===== config.mk =====
export PLATFORM = sky130hd
export DESIGN_NAME = mfp_guard
export DESIGN_NICKNAME = d
export VERILOG_FILES = /design/src/rtl/mfp_pkg.sv /design/src/rtl/mfp_regs.sv /design/src/rtl/mfp_ovl_filter.sv /design/src/rtl/mfp_phase_mask.sv /design/src/rtl/mfp_guard.sv
export SDC_FILE = /design/constraint.sdc
export NUM_CORES = 1
export LEC_CHECK = 0
export BUFFER_PORTS_ARGS = -buffer_cell sky130_fd_sc_hd__buf_4
export CORE_MARGIN = 5
export CORE_UTILIZATION = 45
export CTS_BUF_LIST = sky130_fd_sc_hd__clkbuf_16
export DETAILED_ROUTE_END_ITERATION = 10
export GPL_ROUTABILITY_DRIVEN = 0
export PLACE_DENSITY = 0.72
export SLEW_MARGIN = 15
export SYNTH_ARGS = -nofsm -noshare
export SYNTH_HDL_FRONTEND = slang
export SYNTH_SLANG_ARGS = --single-unit

===== constraint.sdc =====
create_clock -name clk -period 1 [get_ports clk]
set_input_delay 0.1 -clock clk [delete_from_list [all_inputs] [get_ports clk]]
set_output_delay 0.1 -clock clk [all_outputs]
set_load 0.01 [all_outputs]

===== src/rtl/mfp_pkg.sv =====
`timescale 1ns/1ps
package mfp_pkg;
  localparam int DATA_W = 8;
  localparam int ADDR_W = 2;

  localparam logic [ADDR_W-1:0] ADR_EMG = 2'd0;
  localparam logic [ADDR_W-1:0] ADR_OVL = 2'd1;
  localparam logic [ADDR_W-1:0] ADR_LIM = 2'd2;
  localparam logic [ADDR_W-1:0] ADR_KEY = 2'd3;

  localparam logic [DATA_W-1:0] KEY_ARM  = 8'h5A;
  localparam logic [DATA_W-1:0] KEY_FIRE = 8'hA5;

  typedef enum logic [1:0] {
    MASK_NONE = 2'b00,
    MASK_ALL  = 2'b01,
    MASK_PWM  = 2'b10,
    MASK_SIDE = 2'b11
  } mask_mode_e;

  typedef struct packed {
    logic       tmr_ret_en;
    logic       sync_ret_en;
    mask_mode_e mode;
    logic       stop_en;
    logic       ovl_en;
  } ovl_cfg_t;
endpackage


===== src/rtl/mfp_regs.sv =====
`timescale 1ns/1ps
module mfp_regs
  import mfp_pkg::*;
#(
  parameter int CNT_W = 4
) (
  input  logic              clk,
  input  logic              rst_n,
  input  logic              bus_wr,
  input  logic [ADDR_W-1:0] bus_addr,
  input  logic [DATA_W-1:0] bus_wdata,
  output logic [DATA_W-1:0] bus_rdata,
  input  logic              emg_state_i,
  input  logic              ovl_state_i,
  output logic              emg_en_o,
  output ovl_cfg_t          cfg_o,
  output logic [CNT_W-1:0]  lim_o,
  output logic              emg_ret_o,
  output logic              ovl_ret_o
);
  logic wr_emg, wr_ovl, wr_lim, wr_key;
  logic emg_en_q, emg_en_d;
  logic armed_q, armed_d;
  ovl_cfg_t cfg_q, cfg_d;
  logic [CNT_W-1:0] lim_q, lim_d;

  assign wr_emg = bus_wr && (bus_addr == ADR_EMG);
  assign wr_ovl = bus_wr && (bus_addr == ADR_OVL);
  assign wr_lim = bus_wr && (bus_addr == ADR_LIM);
  assign wr_key = bus_wr && (bus_addr == ADR_KEY);

  always_comb begin
    emg_en_d = emg_en_q;
    armed_d  = armed_q;
    cfg_d    = cfg_q;
    lim_d    = lim_q;
    if (wr_emg && bus_wdata[0]) emg_en_d = 1'b1;
    if (wr_key) begin
      if (armed_q && (bus_wdata == KEY_FIRE)) begin
        emg_en_d = 1'b0;
        armed_d  = 1'b0;
      end else begin
        armed_d = (bus_wdata == KEY_ARM);
      end
    end
    if (wr_ovl) begin
      cfg_d.tmr_ret_en  = bus_wdata[7];
      cfg_d.sync_ret_en = bus_wdata[6];
      cfg_d.mode        = mask_mode_e'(bus_wdata[5:4]);
      cfg_d.stop_en     = bus_wdata[3];
      cfg_d.ovl_en      = bus_wdata[0];
    end
    if (wr_lim) lim_d = bus_wdata[CNT_W-1:0];
  end

  always_ff @(posedge clk or negedge rst_n) begin
    if (!rst_n) begin
      emg_en_q <= 1'b1;
      armed_q  <= 1'b0;
      cfg_q    <= '0;
      lim_q    <= '0;
    end else begin
      emg_en_q <= emg_en_d;
      armed_q  <= armed_d;
      cfg_q    <= cfg_d;
      lim_q    <= lim_d;
    end
  end

  assign emg_ret_o = wr_emg && bus_wdata[1];
  assign ovl_ret_o = wr_ovl && bus_wdata[1];
  assign emg_en_o  = emg_en_q;
  assign cfg_o     = cfg_q;
  assign lim_o     = lim_q;

  always_comb begin
    bus_rdata = '0;
    case (bus_addr)
      ADR_EMG: begin
        bus_rdata[0] = emg_en_q;
        bus_rdata[2] = emg_state_i;
      end
      ADR_OVL: begin
        bus_rdata[0]   = cfg_q.ovl_en;
        bus_rdata[2]   = ovl_state_i;
        bus_rdata[3]   = cfg_q.stop_en;
        bus_rdata[5:4] = cfg_q.mode;
        bus_rdata[6]   = cfg_q.sync_ret_en;
        bus_rdata[7]   = cfg_q.tmr_ret_en;
      end
      ADR_LIM: bus_rdata[CNT_W-1:0] = lim_q;
      default: bus_rdata = '0;
    endcase
  end

  // the watch can only drop right after the closing key byte
  p_key_only_r2: assert property (@(posedge clk) disable iff (!rst_n)
    $fell(emg_en_q) |-> $past(wr_key && (bus_wdata == KEY_FIRE)));
endmodule


===== src/rtl/mfp_ovl_filter.sv =====
`timescale 1ns/1ps
module mfp_ovl_filter #(
  parameter int CNT_W      = 4,
  parameter int SAMPLE_DIV = 2
) (
  input  logic             clk,
  input  logic             rst_n,
  input  logic             active_i,
  input  logic             enable_i,
  input  logic [CNT_W-1:0] lim_i,
  input  logic             clr_req_i,
  output logic             state_o
);
  localparam int DIV_W = (SAMPLE_DIV > 1) ? $clog2(SAMPLE_DIV) : 1;
  localparam logic [DIV_W-1:0] DIV_LAST = DIV_W'(SAMPLE_DIV - 1);
  localparam logic [CNT_W-1:0] RUN_MAX  = '1;

  logic [DIV_W-1:0] div_q, div_d;
  logic [CNT_W-1:0] run_q, run_d;
  logic [CNT_W-1:0] need;
  logic             state_q, state_d;
  logic             tick, hit;

  assign tick = (div_q == DIV_LAST);
  assign need = (lim_i <= CNT_W'(1)) ? CNT_W'(1) : lim_i;
  assign hit  = tick && active_i &&
                (({1'b0, run_q} + (CNT_W+1)'(1)) >= {1'b0, need});

  always_comb begin
    div_d   = tick ? '0 : div_q + DIV_W'(1);
    run_d   = run_q;
    state_d = state_q;
    if (tick) begin
      if (!active_i)            run_d = '0;
      else if (run_q != RUN_MAX) run_d = run_q + CNT_W'(1);
    end
    if (enable_i && hit)            state_d = 1'b1;
    else if (clr_req_i && !active_i) state_d = 1'b0;
  end

  always_ff @(posedge clk or negedge rst_n) begin
    if (!rst_n) begin
      div_q   <= '0;
      run_q   <= '0;
      state_q <= 1'b0;
    end else begin
      div_q   <= div_d;
      run_q   <= run_d;
      state_q <= state_d;
    end
  end

  assign state_o = state_q;

  // a trip only follows an active sample
  p_trip_needs_input_r6: assert property (@(posedge clk) disable iff (!rst_n)
    $rose(state_q) |-> $past(active_i));
  // no clearing while the input is still active
  p_hold_while_active_r11: assert property (@(posedge clk) disable iff (!rst_n)
    (state_q && active_i) |=> state_q);
  // disabled filter never trips
  p_no_trip_disabled_r14: assert property (@(posedge clk) disable iff (!rst_n)
    (!state_q && !enable_i) |=> !state_q);
endmodule


===== src/rtl/mfp_phase_mask.sv =====
`timescale 1ns/1ps
module mfp_phase_mask
  import mfp_pkg::*;
#(
  parameter int NPH = 3
) (
  input  logic              clk,
  input  logic              rst_n,
  input  logic [2*NPH-1:0]  pwm_i,
  input  logic [2*NPH-1:0]  sel_i,
  input  mask_mode_e        mode_i,
  input  logic              ovl_state_i,
  input  logic              emg_state_i,
  output logic [2*NPH-1:0]  pins_o
);
  localparam int NOUT = 2 * NPH;

  logic [NPH-1:0]  up_on, lo_on;
  logic            up_many, lo_many;
  logic [NOUT-1:0] masked;

  assign up_on   = pwm_i[NPH-1:0];
  assign lo_on   = pwm_i[NOUT-1:NPH];
  assign up_many = ($countones(up_on) >= 2);
  assign lo_many = ($countones(lo_on) >= 2);

  always_comb begin
    masked = pwm_i;
    if (ovl_state_i) begin
      case (mode_i)
        MASK_NONE: masked = pwm_i;
        MASK_ALL:  masked = '0;
        MASK_PWM:  masked = pwm_i & ~sel_i;
        MASK_SIDE: begin
          if (up_many)      masked = {{NPH{1'b0}}, up_on};
          else if (lo_many) masked = {lo_on, {NPH{1'b0}}};
        end
        default:   masked = pwm_i;
      endcase
    end
  end

  for (genvar g = 0; g < NOUT; g++) begin : g_gate
    assign pins_o[g] = masked[g] && !emg_state_i;
  end

  // upper side wins, lower drives are dropped
  p_side_pick_r8: assert property (@(posedge clk) disable iff (!rst_n)
    (ovl_state_i && (mode_i == MASK_SIDE) && up_many) |-> (pins_o[NOUT-1:NPH] == '0));
  // mode 01 leaves nothing on
  p_all_off_r7: assert property (@(posedge clk) disable iff (!rst_n)
    (ovl_state_i && (mode_i == MASK_ALL)) |-> (pins_o == '0));
endmodule


===== src/rtl/mfp_guard.sv =====
`timescale 1ns/1ps
module mfp_guard
  import mfp_pkg::*;
#(
  parameter int NPH        = 3,
  parameter int CNT_W      = 4,
  parameter int SAMPLE_DIV = 2
) (
  input  logic              clk,
  input  logic              rst_n,
  input  logic              bus_wr,
  input  logic [1:0]        bus_addr,
  input  logic [7:0]        bus_wdata,
  output logic [7:0]        bus_rdata,
  input  logic              emg_n,
  input  logic              ovl_n,
  input  logic              pwm_sync,
  input  logic              tmr1_pulse,
  input  logic [2*NPH-1:0]  pwm_in,
  input  logic [2*NPH-1:0]  pwm_sel,
  output logic [2*NPH-1:0]  pins_o,
  output logic              cnt_stop_o
);
  logic [1:0] rsync_q;
  logic       rst_s_n;

  always_ff @(posedge clk or negedge rst_n) begin
    if (!rst_n) rsync_q <= 2'b00;
    else        rsync_q <= {rsync_q[0], 1'b1};
  end
  assign rst_s_n = rsync_q[1];

  logic             emg_en, emg_ret, ovl_ret;
  ovl_cfg_t         cfg;
  logic [CNT_W-1:0] lim;
  logic             emg_state_q, emg_state_d;
  logic             ovl_state;
  logic             emg_active, ovl_active, ovl_clr;

  assign emg_active = !emg_n;
  assign ovl_active = !ovl_n;

  mfp_regs #(.CNT_W(CNT_W)) regs_i (
    .clk         (clk),
    .rst_n       (rst_s_n),
    .bus_wr      (bus_wr),
    .bus_addr    (bus_addr),
    .bus_wdata   (bus_wdata),
    .bus_rdata   (bus_rdata),
    .emg_state_i (emg_state_q),
    .ovl_state_i (ovl_state),
    .emg_en_o    (emg_en),
    .cfg_o       (cfg),
    .lim_o       (lim),
    .emg_ret_o   (emg_ret),
    .ovl_ret_o   (ovl_ret)
  );

  always_comb begin
    emg_state_d = emg_state_q;
    if (emg_en && emg_active)       emg_state_d = 1'b1;
    else if (emg_ret && !emg_active) emg_state_d = 1'b0;
  end

  always_ff @(posedge clk or negedge rst_s_n) begin
    if (!rst_s_n) emg_state_q <= 1'b0;
    else          emg_state_q <= emg_state_d;
  end

  assign ovl_clr = ovl_ret || (cfg.sync_ret_en && pwm_sync) ||
                   (cfg.tmr_ret_en && tmr1_pulse);

  mfp_ovl_filter #(.CNT_W(CNT_W), .SAMPLE_DIV(SAMPLE_DIV)) filt_i (
    .clk       (clk),
    .rst_n     (rst_s_n),
    .active_i  (ovl_active),
    .enable_i  (cfg.ovl_en),
    .lim_i     (lim),
    .clr_req_i (ovl_clr),
    .state_o   (ovl_state)
  );

  mfp_phase_mask #(.NPH(NPH)) mask_i (
    .clk         (clk),
    .rst_n       (rst_s_n),
    .pwm_i       (pwm_in),
    .sel_i       (pwm_sel),
    .mode_i      (cfg.mode),
    .ovl_state_i (ovl_state),
    .emg_state_i (emg_state_q),
    .pins_o      (pins_o)
  );

  assign cnt_stop_o = ovl_state && cfg.stop_en;

  // an enabled emergency input blanks the drives one clock later
  p_emg_blank_r3: assert property (@(posedge clk) disable iff (!rst_s_n)
    (emg_en && emg_active) |=> (pins_o == '0));
  // no return while the emergency input is held
  p_emg_hold_r4: assert property (@(posedge clk) disable iff (!rst_s_n)
    (emg_state_q && emg_active) |=> emg_state_q);
  // with the watch off, the state cannot be entered
  p_emg_off_r5: assert property (@(posedge clk) disable iff (!rst_s_n)
    (!emg_state_q && !emg_en) |=> !emg_state_q);
endmodule


==> results of run 1 <==
-- final cells by class --
| class | count | area (um^2) | area share |
|---|---|---|---|
| Clock buffer | 3 | 75.1 | 0.0337 |
| Clock inverter | 1 | 3.75 | 0.00168 |
| Inverter | 12 | 47.5 | 0.0213 |
| Multi-Input combinational cell | 103 | 922 | 0.414 |
| Sequential cell | 21 | 527 | 0.236 |
| Tap cell | 31 | 38.8 | 0.0174 |
| Timing Repair Buffer | 76 | 614 | 0.276 |
-- per-layer routing --
layer	vias to the layer above	track usage
li1	654	-
met1	674	0.226
met2	66	0.354
met3	12	0.0449
met4	0	0.0792
met5	-	0
-- power by group --
group	switching, mW	internal, mW	total, mW
clock	0.293	0.532	0.825
sequential	0.100	0.952	1.05
combinational	0.438	0.610	1.05
-- layout by cell type, fill, tap and decap left out, types with 2 or more instances in the layout --
master     synthesis  layout
a21oi_2            0       2
inv_1             11       9
buf_4              0      64
a31oi_1            2       2
a222oi_1           2       2
nor4bb_1           2       2
ha_1              12       8
clkbuf_16          0       3
and2_1             5       2
buf_6              0      11
nand2b_1           4       3
nand2_1           16      14
o2bb2ai_1          2       2
a311oi_2           0       3
a22oi_2            0       2
mux2_2            10      10
dfrtp_1           20      20
nor2_1             5       4
inv_2              1       3
ha_4               0       4
nand3_1            5       4
a21oi_1           10       8
and2_4             0       4
-- registers in the layout (all words and copies together), names as in the netlist --
signal	count
regs_i.emg_en_o	1
filt_i.state_o	1
emg_state_q	1
filt_i.div_q	1
regs_i.cfg_o	6
rsync_q	2
regs_i.armed_q	1
filt_i.run_q	4
regs_i.lim_o	4
-- logic make-up after synthesis --
kind of cell               Yosys count
AOI/OAI and AO/OA                   31
xor gates and xnor gates             2
adders and majority gates           12
buffers and inverters               13
DFF                                 21
muxes                               11
other                                1
and+or+nand+nor                     46
-- metrics by stage --
stage | instances | setup slack [ns] | setup TNS (ns) | cell area [um^2]
final | 247 | -0.568 | -6.06 | 2230
after floorplan | 137 | -0.511 | -1.69 | 1360
after detailed placement | 236 | -0.575 | -5.84 | 1910
after global placement | 236 | -0.535 | -5.15 | 1910
after CTS | 242 | -0.563 | -5.74 | 2110
after global routing | 247 | -0.659 | -7.30 | 2230
-- worst max path at each step --
| stage | start | end | slack [ns] | cells past startpoint |
|---|---|---|---|---|
| 3_3_place_gp | regs_i.lim_o[2] | filt_i.state_o | -0.53 | 7 |
| 6_report | filt_i.run_q[1] | filt_i.state_o | -0.57 | 6 |
| 4_1_cts | regs_i.lim_o[3] | filt_i.state_o | -0.56 | 7 |
| 5_1_grt | regs_i.lim_o[2] | filt_i.state_o | -0.66 | 7 |
| 3_5_place_dp | regs_i.lim_o[2] | filt_i.state_o | -0.58 | 7 |
| 2_1_floorplan | regs_i.lim_o[2] | filt_i.state_o | -0.51 | 7 |
-- worst register-to-register path, delay by kind of cell, from the launching register on --
family | cells | cell delay, ns
xor+xnor | 1 | 0.16
fa+ha+maj | 2 | 0.43
flops | 1 | 0.42
compound gates | 3 | 0.44
-- repair_timing --
item	CTS	global route
endpoints found under the hold margin	2	0
pin swaps	11	9
setup buffers	2	7
setup endpoints to repair	20	21
gates resized for setup	20	18
hold buffers	1	0
==> tab_implementation.tex, run 1 <==
\begin{tabular}{lr}
\hline
Metric & Value \\
\hline
\multicolumn{2}{l}{\textbf{Drt}} \\
Wire length per cell & roughly 17 um \\
Number of routed nets with antenna violations & 0 \\
Remaining design rule violation count & 0 \\
Final routed wirelength across all metal layers & 4260 um \\
Routed length on met3 & between 300 and 400 um \\
Router iterations before antenna repair & 4 \\
Number of violations reported at the end of detailed-routing iteration 0 & around 60 \\
Max layer used & met4 \\
Vias & around 1400 \\
Vias per inst & 5.69 \\
Met1 layer wirelength in the final routing & $\sim$1600 um \\
Met2 routed WL & 2200 um \\
\multicolumn{2}{l}{\textbf{STA}} \\
Period minus WS final & about 1.6 ns \\
Hold WS & between 0.08 and 0.09 ns \\
Achievable frequency & roughly 640 MHz \\
RSZ-0062 raised after global routing & true \\
Number of pins with negative max-slew slack in the final report & 0 \\
Number of endpoints with negative hold slack in the final report & 0 \\
Final clock period utilization by the worst path & 1.57 \\
Worst clock skew & approximately 0.0014 ns \\
Setup Viol. Count Final & 19 \\
Worst setup slack after layout & -0.568 ns \\
\multicolumn{2}{l}{\textbf{Critical path}} \\
Crit-path leading delay family & compound AO/OA/AOI/OAI gates \\
Arrival time worst endpoint & around 1.7 ns \\
Terminus of the critical flop-to-flop path & filt\_i.state\_o \\
Startpoint-to-endpoint class of the critical path & reg -> reg \\
Startpoint of the most critical register-to-register path & filt\_i.run\_q[1] \\
CP cell instances & ha\_4 > xor2\_1 > ha\_1 > a211o\_1 > o211ai\_1 > a21oi\_1 \\
Req. time, crit path & approximately 1.1 ns \\
Worst setup slack for register-to-register paths & -0.57 ns \\
Worst Path Buf+Inv & 0 \\
Largest stage delay on the critical path & between 0.4 and 0.5 ns \\
Max stage delay cell, worst path & dfrtp\_1 \\
Sort of element at the end of the critical path & register \\
R2r worst-path depth & 6 \\
Biggest fanout along the worst timing path & 2 \\
Startpoint types & register \\
\multicolumn{2}{l}{\textbf{Synth}} \\
Count of yosys warnings during synthesis & 0 \\
Flip-flop and latch count after synthesis & 21 \\
Simple logic cell fraction of the synthesized area & 0.184 \\
Compound-cell area share of the yosys netlist & 0.169 \\
Portion of the post-synthesis area used by sequential elements & 0.392 \\
Avg Synthesized Cell Area & 9.81 um\^{}2 \\
Gate count of the mapped netlist & $\sim$140 \\
Dominant cell type by area after synthesis & dfrtp\_1 \\
Synth top area share & 0.372 \\
Post-Synthesis Cell Area & 1340 um\^{}2 \\
Number of distinct library cells after synthesis & 40 \\
Synthesized Nets & approximately 180 \\
Main area contributors after synthesis & dfrtp\_1 37\%, ha\_1 11\%, mux2\_2 8.4\% \\
Multiplexer share of the synthesized area & 0.0912 \\
Cell with the most instances after synthesis & dfrtp\_1 \\
Number of enable flip-flop cells after synthesis & 0 \\
Primary flip-flop cell chosen by synthesis mapping & dfrtp\_1 \\
Async set or reset register ratio after synthesis & 1.00 \\
XOR/XNOR share of the synthesized area & 0.0130 \\
Adder-cell share of the synthesized area & 0.112 \\
Commonest cells post-synth & 20 x dfrtp\_1, 16 x nand2\_1, 12 x ha\_1 \\
Main combinational cell family by area after synthesis & simple AND/OR/NAND/NOR gates \\
\multicolumn{2}{l}{\textbf{Cells and area}} \\
Count of filler cells inserted in the layout & between 150 and 200 \\
Core Util, Final & 0.794 \\
Share of layout cells above drive strength 1 & 0.551 \\
Area growth from synthesis to layout & 65.8\% \\
Total number of nets in the final design & $\sim$260 \\
Number of diodes & 0 \\
\multicolumn{2}{l}{\textbf{Placement}} \\
HPWL after DPL & between 2000 and 3000 um \\
Total of buffers placed on input and output ports & 43 \\
\multicolumn{2}{l}{\textbf{GRT}} \\
Final global-route overflow total & 0 \\
GRT Overall Usage & 0.197 \\
Pin count of the biggest net entering global routing & 20 \\
Vias in the first global route & between 1500 and 2000 \\
Wire length of the first global-routing pass & 6560 um \\
Initial antenna violation count & 0 \\
\multicolumn{2}{l}{\textbf{Status}} \\
Violated checks & setup timing \\
Outcome & complete, but fails checks \\
\multicolumn{2}{l}{\textbf{CTS}} \\
Buffer levels on the longest clock path & 2 \\
Number of buffers created by CTS & 3 \\
Clock Root Buffer & clkbuf\_16 \\
Total clock sinks & 21 \\
H-Tree Depth & 1 \\
Clock-pin slew on the worst setup and hold paths & 0.06 ns \\
Clock insertion delay at the later pin of the skew report & $\sim$0.25 ns \\
CTS tree & built \\
\multicolumn{2}{l}{\textbf{Floorplan}} \\
Area of the core region & around 2800 um\^{}2 \\
Die Span Y & 64.6 um \\
I/O pin cnt & 44 \\
Die X-Extent & $\sim$65 um \\
Die Area & 4180 um\^{}2 \\
Row count & 19 \\
Starting utilization of the core area & 0.479 \\
\multicolumn{2}{l}{\textbf{Power and ir drop}} \\
Static leakage & between 1 and 1.5 nW \\
Sum of internal, switching and leakage power & slightly below 3 mW \\
IR Drop Worst-Case VDD & between 1 and 1.5 mV \\
Power per standard cell area & 1310 nW/um\^{}2 \\
\multicolumn{2}{l}{\textbf{Flow run}} \\
MaxCap Viol Count & 0 \\
\multicolumn{2}{l}{\textbf{Min path}} \\
Hold wc startpoint & ovl\_n \\
Class of the worst hold path & in -> reg \\
Number of stages on the worst hold path & 2 \\
Min-Delay Endpoint & filt\_i.run\_q[3] \\
\hline
\end{tabular}
(Power assumes the default switching activity.)
==> run 2: changes to the inputs <==
--- a/config.mk
+++ b/config.mk
@@ -12,6 +12,7 @@
 export DETAILED_ROUTE_END_ITERATION = 10
 export GPL_ROUTABILITY_DRIVEN = 0
 export PLACE_DENSITY = 0.72
+export SETUP_SLACK_MARGIN = 0.4
 export SLEW_MARGIN = 15
 export SYNTH_ARGS = -nofsm -noshare
 export SYNTH_HDL_FRONTEND = slang
==> run 2 against run 1 <==
The flow still finishes with violations (setup timing). Fmax down 6.2%. Worst setup slack got worse by 0.10 ns. Sequential power is essentially flat. Largest cell class unchanged. Highest routed layer unchanged.
==> tab_implementation.tex, run 2 (synthesis gave the netlist of run 1 again) <==
\begin{tabular}{lr}
\hline
Metric & Value \\
\hline
\multicolumn{2}{l}{\textbf{CTS}} \\
CTS tree & built \\
Clock-pin slew on the worst setup and hold paths & 0.07 ns (about the same) \\
Total clock sinks & 21 (unchanged) \\
H-Tree Depth & 1 (unchanged) \\
Clock Root Buffer & clkbuf\_16 \\
Clock insertion delay at the later pin of the skew report & 0.26 ns (about the same) \\
Buffer levels on the longest clock path & 2 (unchanged) \\
Number of buffers created by CTS & 3 (unchanged) \\
\multicolumn{2}{l}{\textbf{Critical path}} \\
Biggest fanout along the worst timing path & 2 (unchanged) \\
Arrival time worst endpoint & 1.57 ns (-0.13 ns) \\
Req. time, crit path & 0.90 ns (-0.23 ns) \\
Startpoint types & register \\
Startpoint-to-endpoint class of the critical path & reg -> out \\
Sort of element at the end of the critical path & output port \\
\multicolumn{2}{l}{\textbf{Cells and area}} \\
Top library cells by usage in the layout, fill and taps aside & 57 x buf\_4, 30 x buf\_6, 18 x dfrtp\_1 \\
Area growth from synthesis to layout & 87.6\% \\
Flip-flop count of the largest register, all copies and words added & 6 (unchanged) \\
Count of placed standard cells in the final layout, fillers left out & 259 (+4.9\%) \\
Most frequent standard cell in the layout excluding fill and tap cells & buf\_4 \\
Number of diodes & 0 (unchanged) \\
Count of filler cells inserted in the layout & 122 (-30\%) \\
Total number of nets in the final design & 270 (+4.7\%) \\
Share of layout cells above drive strength 1 & 0.654 (+0.103) \\
\multicolumn{2}{l}{\textbf{Placement}} \\
HPWL after DPL & 2850 um (about the same) \\
Number of placed instances, taps included & 232 (-1.7\%) \\
Total of buffers placed on input and output ports & 43 (unchanged) \\
\multicolumn{2}{l}{\textbf{Floorplan}} \\
Area of the core region & 2810 um\^{}2 (unchanged) \\
I/O pin cnt & 44 (unchanged) \\
Die Span Y & 64.6 um (unchanged) \\
Starting utilization of the core area & 0.479 (unchanged) \\
Die Area & 4180 um\^{}2 (unchanged) \\
Die X-Extent & 64.6 um (unchanged) \\
Row count & 19 (unchanged) \\
\multicolumn{2}{l}{\textbf{GRT}} \\
Wire length of the first global-routing pass & 7390 um (+13\%) \\
Initial antenna violation count & 0 (unchanged) \\
GRT Overall Usage & 0.227 (+0.0298) \\
Pin count of the biggest net entering global routing & 20 (unchanged) \\
Final global-route overflow total & 0 (unchanged) \\
Vias in the first global route & 1538 (-0.84\%) \\
\multicolumn{2}{l}{\textbf{STA}} \\
Hold WS & 0.0776 ns (-0.00466 ns) \\
Number of endpoints with negative hold slack in the final report & 0 (unchanged) \\
Achievable frequency & 598 MHz (-6.2\%) \\
Final clock period utilization by the worst path & 1.67 (+0.104) \\
Setup Viol. Count Final & 24 (+5) \\
Worst clock skew & 0.00771 ns (+0.00631 ns) \\
Sum Neg Setup Slack & -7.65 ns (-1.59 ns) \\
Period minus WS final & 1.67 ns (+0.104 ns) \\
Worst setup slack after layout & -0.672 ns (-0.104 ns) \\
Number of pins with negative max-slew slack in the final report & 0 (unchanged) \\
RSZ-0062 raised after global routing & true \\
\multicolumn{2}{l}{\textbf{Flow run}} \\
MaxCap Viol Count & 0 (unchanged) \\
\multicolumn{2}{l}{\textbf{Drt}} \\
Vias & 1511 (+7.5\%) \\
Number of violations reported at the end of detailed-routing iteration 0 & 118 (+100\%) \\
Router iterations before antenna repair & 4 (unchanged) \\
Vias per inst & 5.83 (+2.5\%) \\
Wire length per cell & 19.6 um (+14\%) \\
Remaining design rule violation count & 0 (unchanged) \\
Number of routed nets with antenna violations & 0 (unchanged) \\
Final routed wirelength across all metal layers & 5080 um (+19\%) \\
\multicolumn{2}{l}{\textbf{Status}} \\
Outcome & complete, but fails checks \\
Violated checks & setup timing \\
\multicolumn{2}{l}{\textbf{Power and ir drop}} \\
IR Drop Worst-Case VDD & 1.18 mV (-12\%) \\
Static leakage & 1.23 nW (+13\%) \\
Power per standard cell area & 1340 nW/um\^{}2 (+2.3\%) \\
Sum of internal, switching and leakage power & 3.39 mW (+16\%) \\
\multicolumn{2}{l}{\textbf{Min path}} \\
Class of the worst hold path & in -> reg \\
\hline
\end{tabular}
==> run 2: path summary, 6_finish.rpt <==
| path | slack, ns | cells after the start | from | endpoint |
|---|---|---|---|---|
| worst max register to register | -0.65 | 9 | regs_i.lim_o[2] | filt_i.state_o |
| worst min register to register | 0.20 | 0 | rsync_q[1] | filt_i.run_q[1] |
| worst max-delay path | -0.67 | 6 | regs_i.lim_o[2] | bus_rdata[2] |
| worst min-delay path | 0.08 | 2 | ovl_n | filt_i.run_q[3] |
| max in group asynchronous | 0.51 | 0 | rsync_q[1] | regs_i.emg_en_o |
| min in group asynchronous | 0.16 | 2 | rst_n | rsync_q[1] |
==> run 2: power by group <==
| group | switching, mW | internal [mW] | total [mW] |
|---|---|---|---|
| combinational | 0.557 | 0.875 | 1.43 |
| sequential | 0.121 | 0.954 | 1.08 |
| clock | 0.340 | 0.538 | 0.878 |
==> run 2: per-stage QoR <==
stage          setup slack, ns  cell area [um^2]  utilization
2_1_floorplan           -0.511              1490            -
6_report                -0.672              2520        0.899
3_3_place_gp            -0.534              2000        0.712
3_5_place_dp            -0.588              2000        0.712
5_1_grt                 -0.737              2520        0.899
4_1_cts                 -0.561              2350        0.836
==> run 2: what timing repair did <==
action / in CTS / in global routing
endpoints found under the hold margin: 2 / 0
setup buffers: 13 / 9
setup endpoints to repair: 34 / 53
hold buffers: 1 / 0
gates cloned: 0 / 0
pin swaps: 24 / 12
gates resized for setup: 36 / 24
==> run 2: cell type report <==
class,count,area (um^2),area share
Clock inverter,1,5.00,0.00199
Sequential cell,21,532,0.211
Multi-Input combinational cell,103,1020,0.406
Timing Repair Buffer,88,776,0.308
Inverter,12,70.1,0.0278
Clock buffer,3,75.1,0.0298
Tap cell,31,38.8,0.0154
==> run 2: worst max-delay path, cell delays in order (launching register included) <==
cell	delay, ns
dfrtp_1	0.39
buf_4	0.15
buf_4	0.13
buf_6	0.11
a222oi_1	0.27
nor2_1	0.11
buf_4	0.16
==> run 2: routing by layer <==
| metal | part of all wire | track usage | routed length, um | vias to the layer above |
|---|---|---|---|---|
| met4 | 0.025 | 0.0765 | 126 | 0 |
| met5 | 0 | 0 | 0 | - |
| met2 | 0.52 | 0.415 | 2640 | 81 |
| met1 | 0.38 | 0.261 | 1930 | 736 |
| met3 | 0.074 | 0.0501 | 375 | 14 |
| li1 | - | - | - | 680 |
==> run 3: changes to the inputs <==
--- a/config.mk
+++ b/config.mk
@@ -13,6 +13,7 @@
 export GPL_ROUTABILITY_DRIVEN = 0
 export PLACE_DENSITY = 0.72
 export SETUP_SLACK_MARGIN = 0.4
+export SKIP_CTS_REPAIR_TIMING = 1
 export SLEW_MARGIN = 15
 export SYNTH_ARGS = -nofsm -noshare
 export SYNTH_HDL_FRONTEND = slang
==> run 3 against run 2 <==
The run still ends with setup timing left. Combinational power is 18% lower. Largest cell class unchanged. Critical path depth is 1 lower. Clock power is 2% lower. Die area stayed put. Wire length is 14% lower. Hold slack worse by 0.0070 ns. Non-clock buffer count is 13 lower. Via count is 6.6% lower. Global-route usage is 4.7 points lower. Cell count is 5.0% lower. Largest power group unchanged. Worst setup slack better by 0.055 ns. Total power is 8.3% lower.
==> tab_implementation.tex, run 3 (synthesis gave the netlist of run 1 again) <==
\begin{tabular}{lr}
\hline
Metric & Value \\
\hline
\multicolumn{2}{l}{\textbf{Flow run}} \\
MaxCap Viol Count & 0 (unchanged) \\
\multicolumn{2}{l}{\textbf{Critical path}} \\
Startpoint of the most critical register-to-register path & filt\_i.run\_q[1] \\
First element of the critical path & filt\_i.run\_q[1] \\
Crit-path leading delay family & adder cells \\
Arrival time worst endpoint & 1.74 ns (+0.17 ns) \\
R2r worst-path depth & 5 (-4) \\
Total number of cells along the worst setup path & 5 (-1) \\
Biggest fanout along the worst timing path & 2 (unchanged) \\
Worst Path Buf+Inv & 0 (-4) \\
Largest stage delay on the critical path & 0.40 ns (about the same) \\
Startpoint types & register \\
Startpoint-to-endpoint class of the critical path & reg -> reg \\
Sort of element at the end of the critical path & register \\
CP cell instances & ha\_2 > ha\_1 > a211o\_1 > o211ai\_1 > a21oi\_1 \\
Req. time, crit path & 1.13 ns (+0.23 ns) \\
Max stage delay cell, worst path & dfrtp\_1 \\
\multicolumn{2}{l}{\textbf{Cells and area}} \\
Most frequent standard cell in the layout excluding fill and tap cells & buf\_4 \\
Flip-flop count of the largest register, all copies and words added & 6 (unchanged) \\
Number of diodes & 0 (unchanged) \\
Top library cells by usage in the layout, fill and taps aside & 60 x buf\_4, 17 x dfrtp\_1, 13 x buf\_6 \\
Area growth from synthesis to layout & 74.3\% \\
Total number of nets in the final design & 257 (-4.8\%) \\
Share of layout cells above drive strength 1 & 0.623 (-0.0303) \\
\multicolumn{2}{l}{\textbf{STA}} \\
Worst clock skew & 0.00157 ns (-0.00613 ns) \\
Sum Neg Setup Slack & -6.52 ns (+1.14 ns) \\
Hold WS & 0.0706 ns (-0.00695 ns) \\
Achievable frequency & 619 MHz (+3.4\%) \\
Period minus WS final & 1.62 ns (-0.0549 ns) \\
RSZ-0062 raised after global routing & true \\
Number of endpoints with negative hold slack in the final report & 0 (unchanged) \\
Worst setup slack after layout & -0.617 ns (+0.0549 ns) \\
Final clock period utilization by the worst path & 1.62 (-0.0549) \\
Setup Viol. Count Final & 21 (-13\%) \\
Number of pins with negative max-slew slack in the final report & 0 (unchanged) \\
\multicolumn{2}{l}{\textbf{CTS}} \\
Total clock sinks & 21 (unchanged) \\
Number of buffers created by CTS & 3 (unchanged) \\
Buffer levels on the longest clock path & 2 (unchanged) \\
Clock Root Buffer & clkbuf\_16 \\
Clock-pin slew on the worst setup and hold paths & 0.06 ns (about the same) \\
Clock insertion delay at the later pin of the skew report & 0.25 ns (about the same) \\
H-Tree Depth & 1 (unchanged) \\
CTS tree & built \\
\multicolumn{2}{l}{\textbf{Floorplan}} \\
Row count & 19 (unchanged) \\
Die Span Y & 64.6 um (unchanged) \\
Area of the core region & 2810 um\^{}2 (unchanged) \\
Die Area & 4180 um\^{}2 (unchanged) \\
I/O pin cnt & 44 (unchanged) \\
Die X-Extent & 64.6 um (unchanged) \\
Starting utilization of the core area & 0.479 (unchanged) \\
\multicolumn{2}{l}{\textbf{Power and ir drop}} \\
IR Drop Worst-Case VDD & 1.04 mV (-12\%) \\
Static leakage & 1.14 nW (-6.6\%) \\
Power per standard cell area & 1330 nW/um\^{}2 (-1.3\%) \\
\multicolumn{2}{l}{\textbf{Placement}} \\
Total of buffers placed on input and output ports & 43 (unchanged) \\
HPWL after DPL & 2850 um (unchanged) \\
\multicolumn{2}{l}{\textbf{Min path}} \\
Class of the worst hold path & in -> reg \\
Number of stages on the worst hold path & 2 (unchanged) \\
Hold wc startpoint & ovl\_n \\
\multicolumn{2}{l}{\textbf{GRT}} \\
Final global-route overflow total & 0 (unchanged) \\
Wire length of the first global-routing pass & 5950 um (-20\%) \\
Pin count of the biggest net entering global routing & 20 (unchanged) \\
GRT Overall Usage & 0.180 (-0.0469) \\
Initial antenna violation count & 0 (unchanged) \\
Vias in the first global route & 1327 (-14\%) \\
\multicolumn{2}{l}{\textbf{Drt}} \\
Remaining design rule violation count & 0 (unchanged) \\
Vias & 1412 (-6.6\%) \\
Final routed wirelength across all metal layers & 4380 um (-14\%) \\
Number of routed nets with antenna violations & 0 (unchanged) \\
Wire length per cell & 17.8 um (-9.2\%) \\
Router iterations before antenna repair & 5 (+1) \\
Vias per inst & 5.74 (-1.6\%) \\
Number of violations reported at the end of detailed-routing iteration 0 & 112 (-5.1\%) \\
\multicolumn{2}{l}{\textbf{Status}} \\
Outcome & complete, but fails checks \\
Violated checks & setup timing \\
\hline
\end{tabular}
## run 3: changes by cell type in the layout (fill, tap and decap cells not counted), sizes merged
cell  delta
buf     -13
## run 3: worst paths after layout
kind	to	slack (ns)
setup / recovery	filt_i.state_o	-0.62
hold / removal	filt_i.run_q[1]	0.07
setup reg to reg	filt_i.state_o	-0.62
hold reg to reg	filt_i.run_q[1]	0.20
max in group asynchronous	regs_i.emg_en_o	0.52
min in group asynchronous	rsync_q[1]	0.16
## run 3: cell type report
type | count | area [um^2]
multi-input combinational | 103 | 991
tap | 31 | 38.8
sequential | 21 | 533
fill | 169 | 463
inverter | 12 | 72.6
timing repair buffer | 75 | 627
clock buffer | 3 | 75.1
clock inverter | 1 | 5.00
## run 3: routing by layer
layer,wire [um],track usage,up-vias
met5,0,0,-
met4,80,0.0686,0
met3,276,0.0294,8
met2,2260,0.300,57
met1,1760,0.234,687
li1,-,-,660
## run 3: stage by stage
stage	total power [mW]	cells	setup WS, ns	util	area, um^2
3_3_place_gp	1.92	232	-0.534	0.712	2000
3_5_place_dp	1.96	232	-0.588	0.712	2000
2_1_floorplan	1.52	137	-0.511	-	1490
5_1_grt	3.27	246	-0.679	0.835	2340
6_report	3.10	246	-0.617	0.835	2340
4_1_cts	2.81	236	-0.602	0.741	2080
## run 3: where the power goes
group          internal, mW  leakage [nW]  switching (mW)  total (mW)
registers             0.955         0.253           0.114        1.07
clock network         0.538        0.0409           0.324       0.862
logic                 0.702         0.850           0.471        1.17
